<file path="config.mk">
export PLATFORM = sky130hd
export DESIGN_NAME = epwm_timer
export DESIGN_NICKNAME = d
export VERILOG_FILES = /design/src/rtl/epwm_pkg.sv /design/src/rtl/epwm_ctrl.sv /design/src/rtl/epwm_datapath.sv /design/src/rtl/epwm_timer.sv
export SDC_FILE = /design/constraint.sdc
export NUM_CORES = 1
export LEC_CHECK = 0
export BUFFER_PORTS_ARGS = -buffer_cell sky130_fd_sc_hd__buf_2
export CAP_MARGIN = 0
export CORE_UTILIZATION = 55
export DETAILED_ROUTE_END_ITERATION = 10
export PLACE_DENSITY = 0.73
export SYNTH_ARGS = -nofsm -noshare
export SYNTH_HDL_FRONTEND = slang
export SYNTH_SLANG_ARGS = --single-unit
</file>
<file path="constraint.sdc">
create_clock -name clk -period 8.9 [get_ports clk]
set_clock_uncertainty 0.2 [all_clocks]
set_input_delay 2.67 -clock clk [delete_from_list [all_inputs] [get_ports clk]]
set_output_delay 2.67 -clock clk [all_outputs]
set_load 0.02 [all_outputs]
</file>
<file path="src/rtl/epwm_pkg.sv">
package epwm_pkg;
  localparam int BYTE_W = 8;
  localparam int CNT_W  = 16;
  localparam int NBYTES = CNT_W / BYTE_W;
  localparam int ADDR_W = 3;

  localparam logic [ADDR_W-1:0] A_CTRL = 3'd0;
  localparam logic [ADDR_W-1:0] A_STAT = 3'd1;
  localparam logic [ADDR_W-1:0] A_MODH = 3'd2;
  localparam logic [ADDR_W-1:0] A_MODL = 3'd3;
  localparam logic [ADDR_W-1:0] A_CMPH = 3'd4;
  localparam logic [ADDR_W-1:0] A_CMPL = 3'd5;
  localparam logic [ADDR_W-1:0] A_CNTH = 3'd6;
  localparam logic [ADDR_W-1:0] A_CNTL = 3'd7;

  typedef struct packed {
    logic [NBYTES-1:0] modWr;
    logic              cmpHiWr;
    logic              cmpLoWr;
    logic [BYTE_W-1:0] data;
  } busStrobe_t;
endpackage

</file>
<file path="src/rtl/epwm_ctrl.sv">
module epwm_ctrl
  import epwm_pkg::*;
(
  input  logic                 clk,
  input  logic                 rstN,
  input  logic [ADDR_W-1:0]    busAddr,
  input  logic                 busWr,
  input  logic                 busRd,
  input  logic [BYTE_W-1:0]    busWdata,
  output logic [BYTE_W-1:0]    busRdata,
  input  logic                 wrapEvt,
  input  logic                 matchEvt,
  input  logic [CNT_W-1:0]     cnt,
  input  logic [CNT_W-1:0]     modVal,
  input  logic [CNT_W-1:0]     actCmp,
  output busStrobe_t           strb,
  output logic                 run,
  output logic                 lowTrue,
  output logic                 ovfIntEn,
  output logic                 chIntEn,
  output logic                 ovfFlag,
  output logic                 chFlag,
  output logic                 irq
);
  logic [3:0] ctrlReg;
  logic [1:0] armed;
  logic statWr, statRd, ovfClr, chClr;

  assign run      = ctrlReg[0];
  assign ovfIntEn = ctrlReg[1];
  assign chIntEn  = ctrlReg[2];
  assign lowTrue  = ctrlReg[3];

  assign statWr = busWr && (busAddr == A_STAT);
  assign statRd = busRd && (busAddr == A_STAT);
  assign ovfClr = statWr && armed[0] && !busWdata[0];
  assign chClr  = statWr && armed[1] && !busWdata[1];

  always_comb begin
    strb.modWr[NBYTES-1] = busWr && (busAddr == A_MODH);
    strb.modWr[0]        = busWr && (busAddr == A_MODL);
    strb.cmpHiWr         = busWr && (busAddr == A_CMPH);
    strb.cmpLoWr         = busWr && (busAddr == A_CMPL);
    strb.data            = busWdata;
  end

  always_ff @(posedge clk) begin
    if (!rstN) begin
      ctrlReg <= '0;
      ovfFlag <= 1'b0;
      chFlag  <= 1'b0;
      armed   <= '0;
    end else begin
      if (busWr && (busAddr == A_CTRL)) ctrlReg <= busWdata[3:0];
      ovfFlag <= wrapEvt  | (ovfFlag & ~ovfClr);
      chFlag  <= matchEvt | (chFlag & ~chClr);
      if (statWr)      armed <= '0;
      else if (statRd) armed <= armed | {chFlag, ovfFlag};
    end
  end

  assign irq = (ovfFlag & ovfIntEn) | (chFlag & chIntEn);

  always_comb begin
    unique case (busAddr)
      A_CTRL:  busRdata = {4'b0, ctrlReg};
      A_STAT:  busRdata = {6'b0, chFlag, ovfFlag};
      A_MODH:  busRdata = modVal[CNT_W-1 -: BYTE_W];
      A_MODL:  busRdata = modVal[BYTE_W-1:0];
      A_CMPH:  busRdata = actCmp[CNT_W-1 -: BYTE_W];
      A_CMPL:  busRdata = actCmp[BYTE_W-1:0];
      A_CNTH:  busRdata = cnt[CNT_W-1 -: BYTE_W];
      default: busRdata = cnt[BYTE_W-1:0];
    endcase
  end
endmodule

</file>
<file path="src/rtl/epwm_datapath.sv">
module epwm_datapath
  import epwm_pkg::*;
(
  input  logic             clk,
  input  logic             rstN,
  input  busStrobe_t       strb,
  input  logic             run,
  input  logic             lowTrue,
  output logic [CNT_W-1:0] cnt,
  output logic [CNT_W-1:0] modVal,
  output logic [CNT_W-1:0] actCmp,
  output logic [CNT_W-1:0] cmpBuf,
  output logic             cmpPend,
  output logic             wrapEvt,
  output logic             matchEvt,
  output logic             pwmOut
);
  logic [BYTE_W-1:0] cmpHold;
  logic [CNT_W-1:0]  topVal, newCmp;
  logic              loadEvt;

  assign topVal   = (modVal == '0) ? '1 : modVal;
  assign wrapEvt  = run && (cnt == topVal);
  assign matchEvt = run && (cnt == actCmp);
  assign loadEvt  = run && cmpPend && (cnt == topVal - CNT_W'(1));
  assign newCmp   = {cmpHold, strb.data};

  always_ff @(posedge clk) begin
    if (!rstN)        cnt <= '0;
    else if (wrapEvt) cnt <= '0;
    else if (run)     cnt <= cnt + CNT_W'(1);
  end

  for (genvar b = 0; b < NBYTES; b++) begin : g_modLane
    always_ff @(posedge clk) begin
      if (!rstN)                modVal[b*BYTE_W +: BYTE_W] <= '0;
      else if (strb.modWr[b])   modVal[b*BYTE_W +: BYTE_W] <= strb.data;
    end
  end

  always_ff @(posedge clk) begin
    if (!rstN) begin
      cmpHold <= '0;
      cmpBuf  <= '0;
      cmpPend <= 1'b0;
      actCmp  <= '0;
    end else begin
      if (strb.cmpHiWr) cmpHold <= strb.data;
      if (loadEvt) actCmp <= cmpBuf;
      if (strb.cmpLoWr && run) begin
        cmpBuf  <= newCmp;
        cmpPend <= 1'b1;
      end else if (strb.cmpLoWr) begin
        actCmp  <= newCmp;
        cmpPend <= 1'b0;
      end else if (loadEvt) begin
        cmpPend <= 1'b0;
      end
    end
  end

  assign pwmOut = (cnt < actCmp) ^ lowTrue;
endmodule

</file>
<file path="src/rtl/epwm_timer.sv">
module epwm_timer
  import epwm_pkg::*;
(
  input  logic              clk,
  input  logic              rstN,
  input  logic [2:0]        busAddr,
  input  logic              busWr,
  input  logic              busRd,
  input  logic [7:0]        busWdata,
  output logic [7:0]        busRdata,
  output logic              pwmOut,
  output logic              irq
);
  busStrobe_t       strb;
  logic             run, lowTrue, ovfIntEn, chIntEn, ovfFlag, chFlag;
  logic             wrapEvt, matchEvt, cmpPend;
  logic [CNT_W-1:0] cnt, modVal, actCmp, cmpBuf;

  epwm_ctrl u_ctrl (
    .clk(clk), .rstN(rstN), .busAddr(busAddr), .busWr(busWr), .busRd(busRd),
    .busWdata(busWdata), .busRdata(busRdata), .wrapEvt(wrapEvt),
    .matchEvt(matchEvt), .cnt(cnt), .modVal(modVal), .actCmp(actCmp),
    .strb(strb), .run(run), .lowTrue(lowTrue), .ovfIntEn(ovfIntEn),
    .chIntEn(chIntEn), .ovfFlag(ovfFlag), .chFlag(chFlag), .irq(irq)
  );

  epwm_datapath u_dp (
    .clk(clk), .rstN(rstN), .strb(strb), .run(run), .lowTrue(lowTrue),
    .cnt(cnt), .modVal(modVal), .actCmp(actCmp), .cmpBuf(cmpBuf),
    .cmpPend(cmpPend), .wrapEvt(wrapEvt), .matchEvt(matchEvt), .pwmOut(pwmOut)
  );
endmodule

</file>
; ---- After elaboration in Yosys (flattened, before gate mapping)
; Index checks and enable logic that the tools add are counted.
; Widths: inputs -> output; s select.
[totals]
out_inout_bits = 10
elab_cells = 66
ff_bits = 81
inputBits = 15
[classes]
bitwise_logic = 12
addsub = 2
magnitude_cmp = 1
muxes = 8
n_reduce_logical = 23
n_eq_ne = 9
[ops]
columns = cell, count
row1 = $mux 16, 4
row2 = $pmux 8 s7, 1
row3 = $eq 16x16->1, 3
row4 = $add 16x1->16 const B, 1
row5 = $logic_and 1x1->1, 16
row6 = $logic_not 16->1, 1
row7 = $lt 16x16->1, 1
row8 = $sub 16x1->16 const B, 1
row9 = $eq 3x3->1 const B, 3
row10 = $eq 3x2->1 const B, 2
row11 = $and 1x1->1, 4
row12 = $reduce_or 2->1, 2
row13 = $eq 3x1->1 const B, 1
row14 = $logic_not 3->1, 1
row15 = $mux 1, 3
row16 = $not 1->1, 3
row17 = $or 1x1->1, 3
row18 = $reduce_bool 3->1, 1
row19 = $logic_not 1->1, 2
row20 = $or 2x2->2, 1
row21 = $xor 1x1->1, 1

; ---- Depth between registers and ports, before layout
; Gate-level depths: netlist of the first run.
[logic_depth]
word_depth = 8
depth_mapped = 17
mapped_depth_nobuf = 12

; ---- Cells and area by module
; Synthesis of the first run repeated with hierarchy kept, for this count alone.
[unflattened]
hier_cells = 688
area_unflattened_um2 = 5482.8
[modules_own_cells]
columns = mod, instances, area_each_um2, seq_area_each_um2, cells_each
row1 = epwm_datapath, 1, 4578.1, 1461.4, 577
row2 = epwm_ctrl, 1, 904.6, 160.2, 111

; ---- Least setup slack after synthesis of the first run
; No wires, ideal clock.
[synth_path]
path_type = input port to output port
startpoint = input busAddr[0]
endpoint = output busRdata[1]
required_time_ps = 6030
setup_slack_ps = 1684
path_stages = 7
t_arrival_ps = 4346
path_buffers = 3
path_cell_list = clkbuf_1 buf_1 clkbuf_1 nand2_1 nor2_1 a21oi_1 o21ai_0
[synth_between]
elab_chain_len = 2
elab_cells_between_ends = 8
classes_between = eq/ne: 6 / mux: 1 / reduce/logical: 1
[synth_rtl]
columns = element, line_no
row1 = "start, declared", epwm_timer.sv:6  ; input logic [2:0] busAddr,
row2 = $eq 3x3->1 (tied with other cells), epwm_ctrl.sv:65  ; unique case (busAddr)
row3 = $pmux 8 s7 (*), epwm_ctrl.sv:65
row4 = "end, declared", epwm_timer.sv:10  ; output logic [7:0] busRdata,
; Mark *: on every way between the ends. The rest lies on a longest branch, timed or not.

; ---- Worst setup path after layout of the first run
[layout_path]
startpoint = input busAddr[2]
endpoint = output busRdata[0]
; The elaborated chain is that of the path after synthesis.

==> impl_results.md, run 1 <==
* Gr usage total at 31.2%
* Int Power at between 0.5 and 0.6 mW
* Chip height at approximately 100 um
* PostCTS Resize Cnt at 0
* Seq/Total Area, Yosys at 29.6%
* Row Count at 36
* Global-route wire length before repair at between 20000 and 25000 um
* Vias at approximately 5200
* Switch share at approximately 29%
* Hold-fix buffers, CTS at 0
* Run status: complete, no violations
* Slew HR at about a fifth
* Library cells used by synthesis at 57
* Mean Syn Cell Area at 7.69 um^2
* DIE AREA at slightly above 10000 um^2
* Met2 usage at 45.4%
* Clock buffer depth at 2
* Synth Net Count at about 740
* DRC violations left at 0
* Part of the power in combinational logic at around 17%
* GPL Wtd Cong at 0.925
* Initial antenna violation count at 1
* Met1 Use GR at approximately 44%
* Clock slew at reported path FFs at roughly 0.080 ns
* Routed Antenna Nets at 0
* Data arrival, critical path at 4.26 ns
* Initial Util at a little under three fifths
* Final Core Density at between 50% and 60%
* Worst hold slack at 0.269 ns
* Width of the chip at roughly 100 um
* Top FF cell, synth: dfxtp_1
* Flops & latches, synth at between 80 and 90
* IO Pins at 25
* Num CTS Buffers at 9
* Setup TNS at 0 ns
* CTS tree: built
* Total power at 0.782 mW
* Clock network latency to the later pin of the worst-skew pair at approximately 0.37 ns
* CP max FO at 26
* Largest net degree at the start of global routing at between 60 and 70
* Post-synth design cell area at ~5500 um^2
* Number of global-route vias before repair at 4497
* Worst Setup End Kind: primary output
* Max Cap Viol at 0
* Synth async-reset ratio at 0%
* Core box area at between 9000 and 10000 um^2
* Hpwl dp at around 11000 um
* Power share of the sequential group at between 40% and 50%
* Final net count at approximately 720
* Critical path class: input port to primary output
* Post-synth EDFFs at 0
* Drt initial violations at ~640
* Final Hold Fails at 0
* Clock Sinks at 81
* DR WL/cell at ~19 um
* Unrepaired setup endpoints after global routing: no
* Fin. max-slew vios at 0
* Worst Max-Slew Pin Slew at around 1.2 ns
* Clock share of power at a little over a third
* Synth warnings at 0
* Ratio of cells with drive above 1 in the final layout at between 9 and 10%
* Worst vdd ir at ~0.11 mV
* Sw Pwr at around 0.23 mW
* Vias/cell at 6.25
* Port Buf Inserts at 24
* Cell Pwr Density at ~140 nW/um^2
* DRT Pass-1 Iters at 5
* Leakage at approximately 2.0 nW
* Peak Freq at 140 MHz
* Gr busiest metal: met2
* CP Launch Type: input port
* Worst Path Required at roughly 6.0 ns
* GRT overflow at 0
* Min-Delay Path Class: flop to flop
* Clock Tree Root: clkbuf_8
* P&R area growth vs syn at 4.53%
* Final Cycle Share at between 80% and 90%
* DRT Wirelength at roughly 16000 um
* Tmin final at 7.13 ns
* Met3 GRT Util at 8.01%
* Final setup violation count at 0
* H-tree levels at 3
* Post-Syn Instances at just over 700
* Post-CTS Setup Bufs at 0
## routing by layer
metal	routed length, um	share of wire, %
met1	6800	44
met4	386	2.5
met3	1680	11
met2	6670	43
met5	8	0.051
## cells in the mapped netlist, drive strengths merged, types with 14 or more instances
library cell / number / area (um^2)
o21ai: 32 / 160
and3: 23 / 144
a21oi: 26 / 130
ha: 18 / 225
xor2: 14 / 123
dfxtp: 81 / 1620
xnor2: 18 / 158
a21boi: 37 / 278
nor2: 47 / 176
inv: 25 / 93.8
nor3: 47 / 305
nand3: 14 / 70.1
nand2: 102 / 383
nor2b: 18 / 113
clkbuf: 51 / 193
mux2i: 21 / 210
## cell families after synthesis
| family | synth area share [%] |
|---|---|
| simple gates | 30.6 |
| compound gates | 17.9 |
| buf+inv | 6.47 |
| flops | 29.6 |
| xor+xnor | 5.12 |
| mux | 6.11 |
| fa+ha+maj | 4.12 |
## per-stage QoR
step | std cells | instance area [um^2] | setup WS (ns)
detailed placement | 808 | 5520 | 1.85
global route | 824 | 5710 | 1.66
CTS | 824 | 5710 | 1.83
global placement | 808 | 5520 | 1.89
floorplan | 711 | 5470 | 1.68
finish | 826 | 5720 | 1.77
## layout by cell type, fill, tap and decap left out, types with 14 or more instances in the layout
cell type	n
nand3_1	14
xnor2_1	18
nor2b_1	18
xor2_1	14
a21boi_0	36
o21ai_0	32
and3_1	23
a21oi_1	26
nor2_1	47
ha_1	18
mux2i_1	21
inv_1	25
nor3_1	33
buf_2	24
nor3_2	14
dfxtp_1	81
nand2_1	102
## power by group through the flow
stage	combinational [mW]	sequential, mW	clock (mW)
after floorplan	0.103	0.379	0
after global placement	0.128	0.385	0
after detailed placement	0.130	0.385	0
after CTS	0.130	0.376	0.277
after global routing	0.146	0.377	0.294
final	0.133	0.377	0.273
## registers in the layout, summed over array words and instances (netlist names)
signal and flops:
u_dp.actCmp 16, u_dp.cmpBuf 16, u_dp.cnt 16, u_dp.modVal 16, u_dp.cmpHold 8, u_ctrl.ctrlReg 4
u_ctrl.armed 2, u_ctrl.chFlag 1, u_ctrl.ovfFlag 1, u_dp.cmpPend 1
## cell type report
| cell class | count | area (um^2) |
|---|---|---|
| diodes | 2 | 5.00 |
| flip-flops and latches | 81 | 1620 |
| repair buffers | 27 | 143 |
| well taps | 133 | 166 |
| clock inverters | 5 | 62.6 |
| inverters | 25 | 93.8 |
| fillers | 914 | 3970 |
| multi-input cells | 542 | 3490 |
| clock buffers | 11 | 131 |
## critical path, stage by stage
cell      delay (ns)
buf_2           0.38
nand2b_1        0.21
or2_2           0.31
a21oi_1         0.25
o22ai_1         0.13
o21ai_0         0.11
buf_2           0.19
## final timing paths
| path | cells after the start | end | slack, ns | start |
|---|---|---|---|---|
| worst max-delay path | 7 | busRdata[0] | 1.77 | busAddr[2] |
| worst max register to register | 12 | u_dp.actCmp[1] | 3.75 | u_dp.modVal[7] |
| worst min-delay path | 2 | u_dp.cmpBuf[3] | 0.27 | u_dp.cmpBuf[3] |
| worst min register to register | 2 | u_dp.cmpBuf[3] | 0.27 | u_dp.cmpBuf[3] |
No activity file was read; power rests on OpenSTA's default activity.
==> run 2, diff against run 1 <==
--- a/config.mk
+++ b/config.mk
@@ -9,7 +9,7 @@
 export CAP_MARGIN = 0
 export CORE_UTILIZATION = 55
 export DETAILED_ROUTE_END_ITERATION = 10
-export PLACE_DENSITY = 0.73
+export PLACE_DENSITY = 0.75
 export SYNTH_ARGS = -nofsm -noshare
 export SYNTH_HDL_FRONTEND = slang
 export SYNTH_SLANG_ARGS = --single-unit
==> constraint.sdc (replaced) <==
create_clock -name clk -period 5.7 [get_ports clk]
set_clock_uncertainty 0.2 [all_clocks]
set_input_delay 1.71 -clock clk [delete_from_list [all_inputs] [get_ports clk]]
set_output_delay 1.71 -clock clk [all_outputs]
set_load 0.02 [all_outputs]
==> run 2 against run 1 <==
Sequential share of layout area decreased by 0.54 points; flip-flop and latch count unchanged; clock-buffer cell count decreased by 2; critical path type unchanged; critical endpoint unchanged; largest cell class unchanged; largest power group unchanged.
==> impl_results.md, run 2 (synthesis results as in run 1) <==
* Run status: complete, no violations
* Cell Pwr Density at around 230 nW/um^2
* Core box area at ~9700 um^2
* Ratio of cells with drive above 1 in the final layout at 11.2%
* Port Buf Inserts at 24
* Clock Sinks at 81
* Chip height at slightly above 100 um
* Final Core Density at about 60%
* Hold-fix buffers, CTS at 0
* Tmin final at 5.16 ns
* Final net count at slightly above 700
* Row Count at 36
* Worst vdd ir at roughly 0.21 mV
* Peak Freq at just under 200 MHz
* Vias at roughly 5100
* DRC violations left at 0
* CP Launch Type: input port
* GRT overflow at 0
* DR WL/cell at 18.3 um
* Data arrival, critical path at 3.25 ns
* Largest net degree at the start of global routing at 66
* Clock network latency to the later pin of the worst-skew pair at 0.37 ns
* Final Hold Fails at 0
* Worst hold slack at 0.270 ns
* DRT Pass-1 Iters at 5
* DIE AREA at between 10000 and 15000 um^2
* Clock slew at reported path FFs at 0.08 ns
* CTS tree: built
* Worst Setup End Kind: primary output
* Critical R2R Launch: u_dp.modVal[2]
* Unrepaired setup endpoints after global routing: no
* Worst Path Required at between 3 and 4 ns
* Vias/cell at 6.17
* Placed cells at between 800 and 900
* Commonest non-fill, non-tap cell in the layout: nand2_1
* Slew HR at about 21%
* Setup TNS at 0 ns
* PostCTS Resize Cnt at 0
* Number of global-route vias before repair at about 4500
* Worst slack, placed at 0.602 ns
* Max Cap Viol at 0
* DRT Wirelength at 15200 um
* Min-delay src: u_dp.cmpBuf[12]
* Final setup violation count at 0
* H-tree levels at 3
* Hpwl dp at approximately 11000 um
* Gr usage total at a little under a third
* Critical path class: input port to primary output
* Num CTS Buffers at 9
* GPL Wtd Cong at ~0.95
* Width of the chip at a little over 100 um
* Clock buffer depth at 2
* Fin. max-slew vios at 0
* Post-CTS Setup Bufs at 0
* Most used cells in the layout excluding fill and tap cells: nand2_1 (102), dfxtp_1 (81), nor2_1 (47)
* P&R area growth vs syn at 6.56%
* Leakage at roughly 2.1 nW
* CP max FO at 26
* Global-route wire length before repair at 24200 um
* Clock Tree Root: clkbuf_8
* Final Cycle Share at approximately nine tenths
* Total power at 1.32 mW
* Min-Delay Path Class: flop to flop
* Worst Max-Slew Pin Slew at ~1.2 ns
* Post-DP Area at approximately 5600 um^2
* Drt initial violations at roughly 360
* Layout Cells excl Fill at around 830
* IO Pins at 25
* Final Instance Area at between 5000 and 6000 um^2
* Initial Util at 56.5%
* Initial antenna violation count at 0
* Post-route setup slack at 0.538 ns
* Routed Antenna Nets at 0
* Crit path launch: busAddr[2]
* ANT cells at 0
## run 2: cell count changes in the layout (fill, tap and decap cells not counted)
cell | previous run | this run
inv_8 | 0 | 1
bufinv_16 | 1 | 3
inv_6 | 2 | 1
clkbuf_1 | 2 | 0
clkinvlp_4 | 2 | 1
clkinv_4 | 0 | 1
diode_2 | 2 | 0
buf_4 | 3 | 11
## run 2: worst max-delay path: stages
cell      delay (ns)
buf_2           0.37
nand2b_1        0.25
or2_2           0.33
a21oi_1         0.14
o22ai_1         0.11
o21ai_0         0.12
buf_2           0.20
## run 2: area by class of cell
class / count / area [um^2]
Clock buffer: 9 / 124
Clock inverter: 7 / 126
Fill cell: 894 / 3850
Inverter: 25 / 93.8
Multi-Input combinational cell: 542 / 3490
Sequential cell: 81 / 1620
Tap cell: 133 / 166
Timing Repair Buffer: 35 / 203
## run 2: path summary, 6_finish.rpt
check	depth (start not counted)	slack [ns]	end
worst min-delay path	2	0.27	u_dp.cmpBuf[12]
worst min register to register	2	0.27	u_dp.cmpBuf[12]
worst max register to register	13	1.28	u_dp.actCmp[3]
worst max-delay path	7	0.54	busRdata[0]
## run 2: metal layers
layer  part of all wire [%]  global-route usage, %  wire length [um]
met3                    8.6                   6.83              1310
met2                     45                   48.0              6860
met1                     43                   41.4              6610
met5                      0                      0                 0
met4                    2.9                   12.7               434
## run 2: report_power, final
part,internal [mW],switching [mW]
combinational,0.0838,0.125
clock,0.296,0.229
sequential,0.574,0.0125
==> run 3, diff against run 2 <==
--- a/config.mk
+++ b/config.mk
@@ -7,9 +7,10 @@
 export LEC_CHECK = 0
 export BUFFER_PORTS_ARGS = -buffer_cell sky130_fd_sc_hd__buf_2
 export CAP_MARGIN = 0
-export CORE_UTILIZATION = 55
+export CORE_UTILIZATION = 53
 export DETAILED_ROUTE_END_ITERATION = 10
-export PLACE_DENSITY = 0.75
+export HOLD_SLACK_MARGIN = 0.03
+export PLACE_DENSITY = 0.73
 export SYNTH_ARGS = -nofsm -noshare
 export SYNTH_HDL_FRONTEND = slang
 export SYNTH_SLANG_ARGS = --single-unit
==> run 3 against run 2 <==
Total power is 0.52% higher; sequential share of layout area up 0.054 points; fmax increased by 2.0%; largest cell class unchanged; highest routed layer unchanged.
==> impl_results.md, run 3 (synthesis results as in run 1) <==
* Slew HR at roughly a fifth
* Min-delay src: u_dp.cmpBuf[9]
* Commonest non-fill, non-tap cell in the layout: nand2_1
* Worst Setup End Kind: primary output
* Unrepaired setup endpoints after global routing: no
* Core box area at a little under 10000 um^2
* Hold-fix buffers, CTS at 0
* Final net count at 727
* ANT cells at 0
* Final Instance Area at 5820 um^2
* Width of the chip at between 100 and 150 um
* DRT Pass-1 Iters at 5
* Gr usage total at between 20 and 30%
* Final Cycle Share at approximately nine tenths
* Row Count at 36
* Final setup violation count at 0
* DIE AREA at ~11000 um^2
* Clock Tree Root: clkbuf_8
* Placed cells at 816
* Peak Freq at just under 200 MHz
* IO Pins at 25
* GPL Wtd Cong at about 0.90
* Most used cells in the layout excluding fill and tap cells: nand2_1 (102), dfxtp_1 (81), nor2_1 (47)
* Min-Delay Path Class: flop to flop
* Fin. max-slew vios at 0
* Multi-input gate area at roughly 3500 um^2
* Worst vdd ir at about 0.15 mV
* Clock buffer depth at 2
* Ratio of cells with drive above 1 in the final layout at between 10% and 20%
* Global-route wire length before repair at around 25000 um
* Post-DP Area at approximately 5600 um^2
* DR WL/cell at approximately 19 um
* Cell Pwr Density at around 230 nW/um^2
* Final Core Density at 58.7%
* CP max FO at 33
* Final Hold Fails at 0
* Tmin final at around 5.1 ns
* Clock network latency to the later pin of the worst-skew pair at about 0.37 ns
* Initial Util at a little under three fifths
* Drt initial violations at roughly 440
* Clock Sinks at 81
* Fill cells at 923
* Data arrival, critical path at about 3.2 ns
* H-tree levels at 3
* CTS tree: built
* Layout Cells excl Fill at around 830
* Chip height at 104 um
* Setup TNS at 0 ns
* Vias/cell at just over 6
* DRC violations left at 0
* Run status: complete, no violations
* Hpwl dp at around 11000 um
* Worst Max-Slew Pin Slew at roughly 1.2 ns
* Critical R2R Launch: u_dp.modVal[4]
* Critical path class: input port to primary output
* Worst Hold Depth at 2
* Vias at 5185
* GRT overflow at 0
* R2r worst-path depth at 13
* Clock slew at reported path FFs at about 0.090 ns
* Crit path launch: busAddr[0]
* Routed Antenna Nets at 0
* Leakage at 2.08 nW
* Largest net degree at the start of global routing at between 40 and 50
* Num CTS Buffers at 9
* Port Buf Inserts at 24
* Initial antenna violation count at 0
* Worst Path Required at approximately 3.8 ns
* Post-CTS Setup Bufs at 0
* CP Launch Type: input port
* Max Cap Viol at 0
* DRT Wirelength at 15500 um
* PostCTS Resize Cnt at 0
* Number of global-route vias before repair at between 4000 and 5000
* P&R area growth vs syn at 6.36%
* Reg area at between 1500 and 2000 um^2
run 3: cell count changes in the layout (fill, tap and decap cells not counted):
cell / change
inv_8: -1
clkinv_4: -1
inv_6: +1
run 3: area by class of cell:
cell class,instances,share of cell area (%)
flip-flops and latches,81,27.9
well taps,133,2.86
repair buffers,35,3.48
clock inverters,6,1.98
inverters,25,1.61
clock buffers,9,2.13
multi-input cells,542,60.1
run 3: worst max-delay path, cell delays in order:
cell	delay (ns)
buf_2	0.52
mux4_2	0.59
nand2_1	0.07
o21ai_0	0.07
buf_2	0.17
run 3: path summary, 6_finish.rpt:
check	slack, ns	to
worst max-delay path	0.64	busRdata[6]
worst min-delay path	0.27	u_dp.cmpBuf[9]
worst max register to register	1.11	u_dp.actCmp[4]
worst min register to register	0.27	u_dp.cmpBuf[9]
run 3: stage by stage:
stage,setup slack [ns],hold slack [ns],power [mW]
after floorplan,0.404,0.238,0.752
after global placement,0.686,0.251,0.802
after detailed placement,0.658,0.258,0.807
after CTS,0.658,0.271,1.32
after global routing,0.547,0.300,1.38
final,0.640,0.268,1.33
run 3: power breakdown:
| part | internal [mW] | switching [mW] |
|---|---|---|
| clock network | 0.292 | 0.235 |
| logic | 0.0843 | 0.130 |
| registers | 0.574 | 0.0122 |
run 3: per-layer routing:
layer	global-route usage, %	share of wire, %	vias up
li1	-	-	2468
met1	43.3	46	2461
met2	44.2	44	231
met3	5.35	8.4	25
met4	8.07	1.5	0
met5	0	0	-
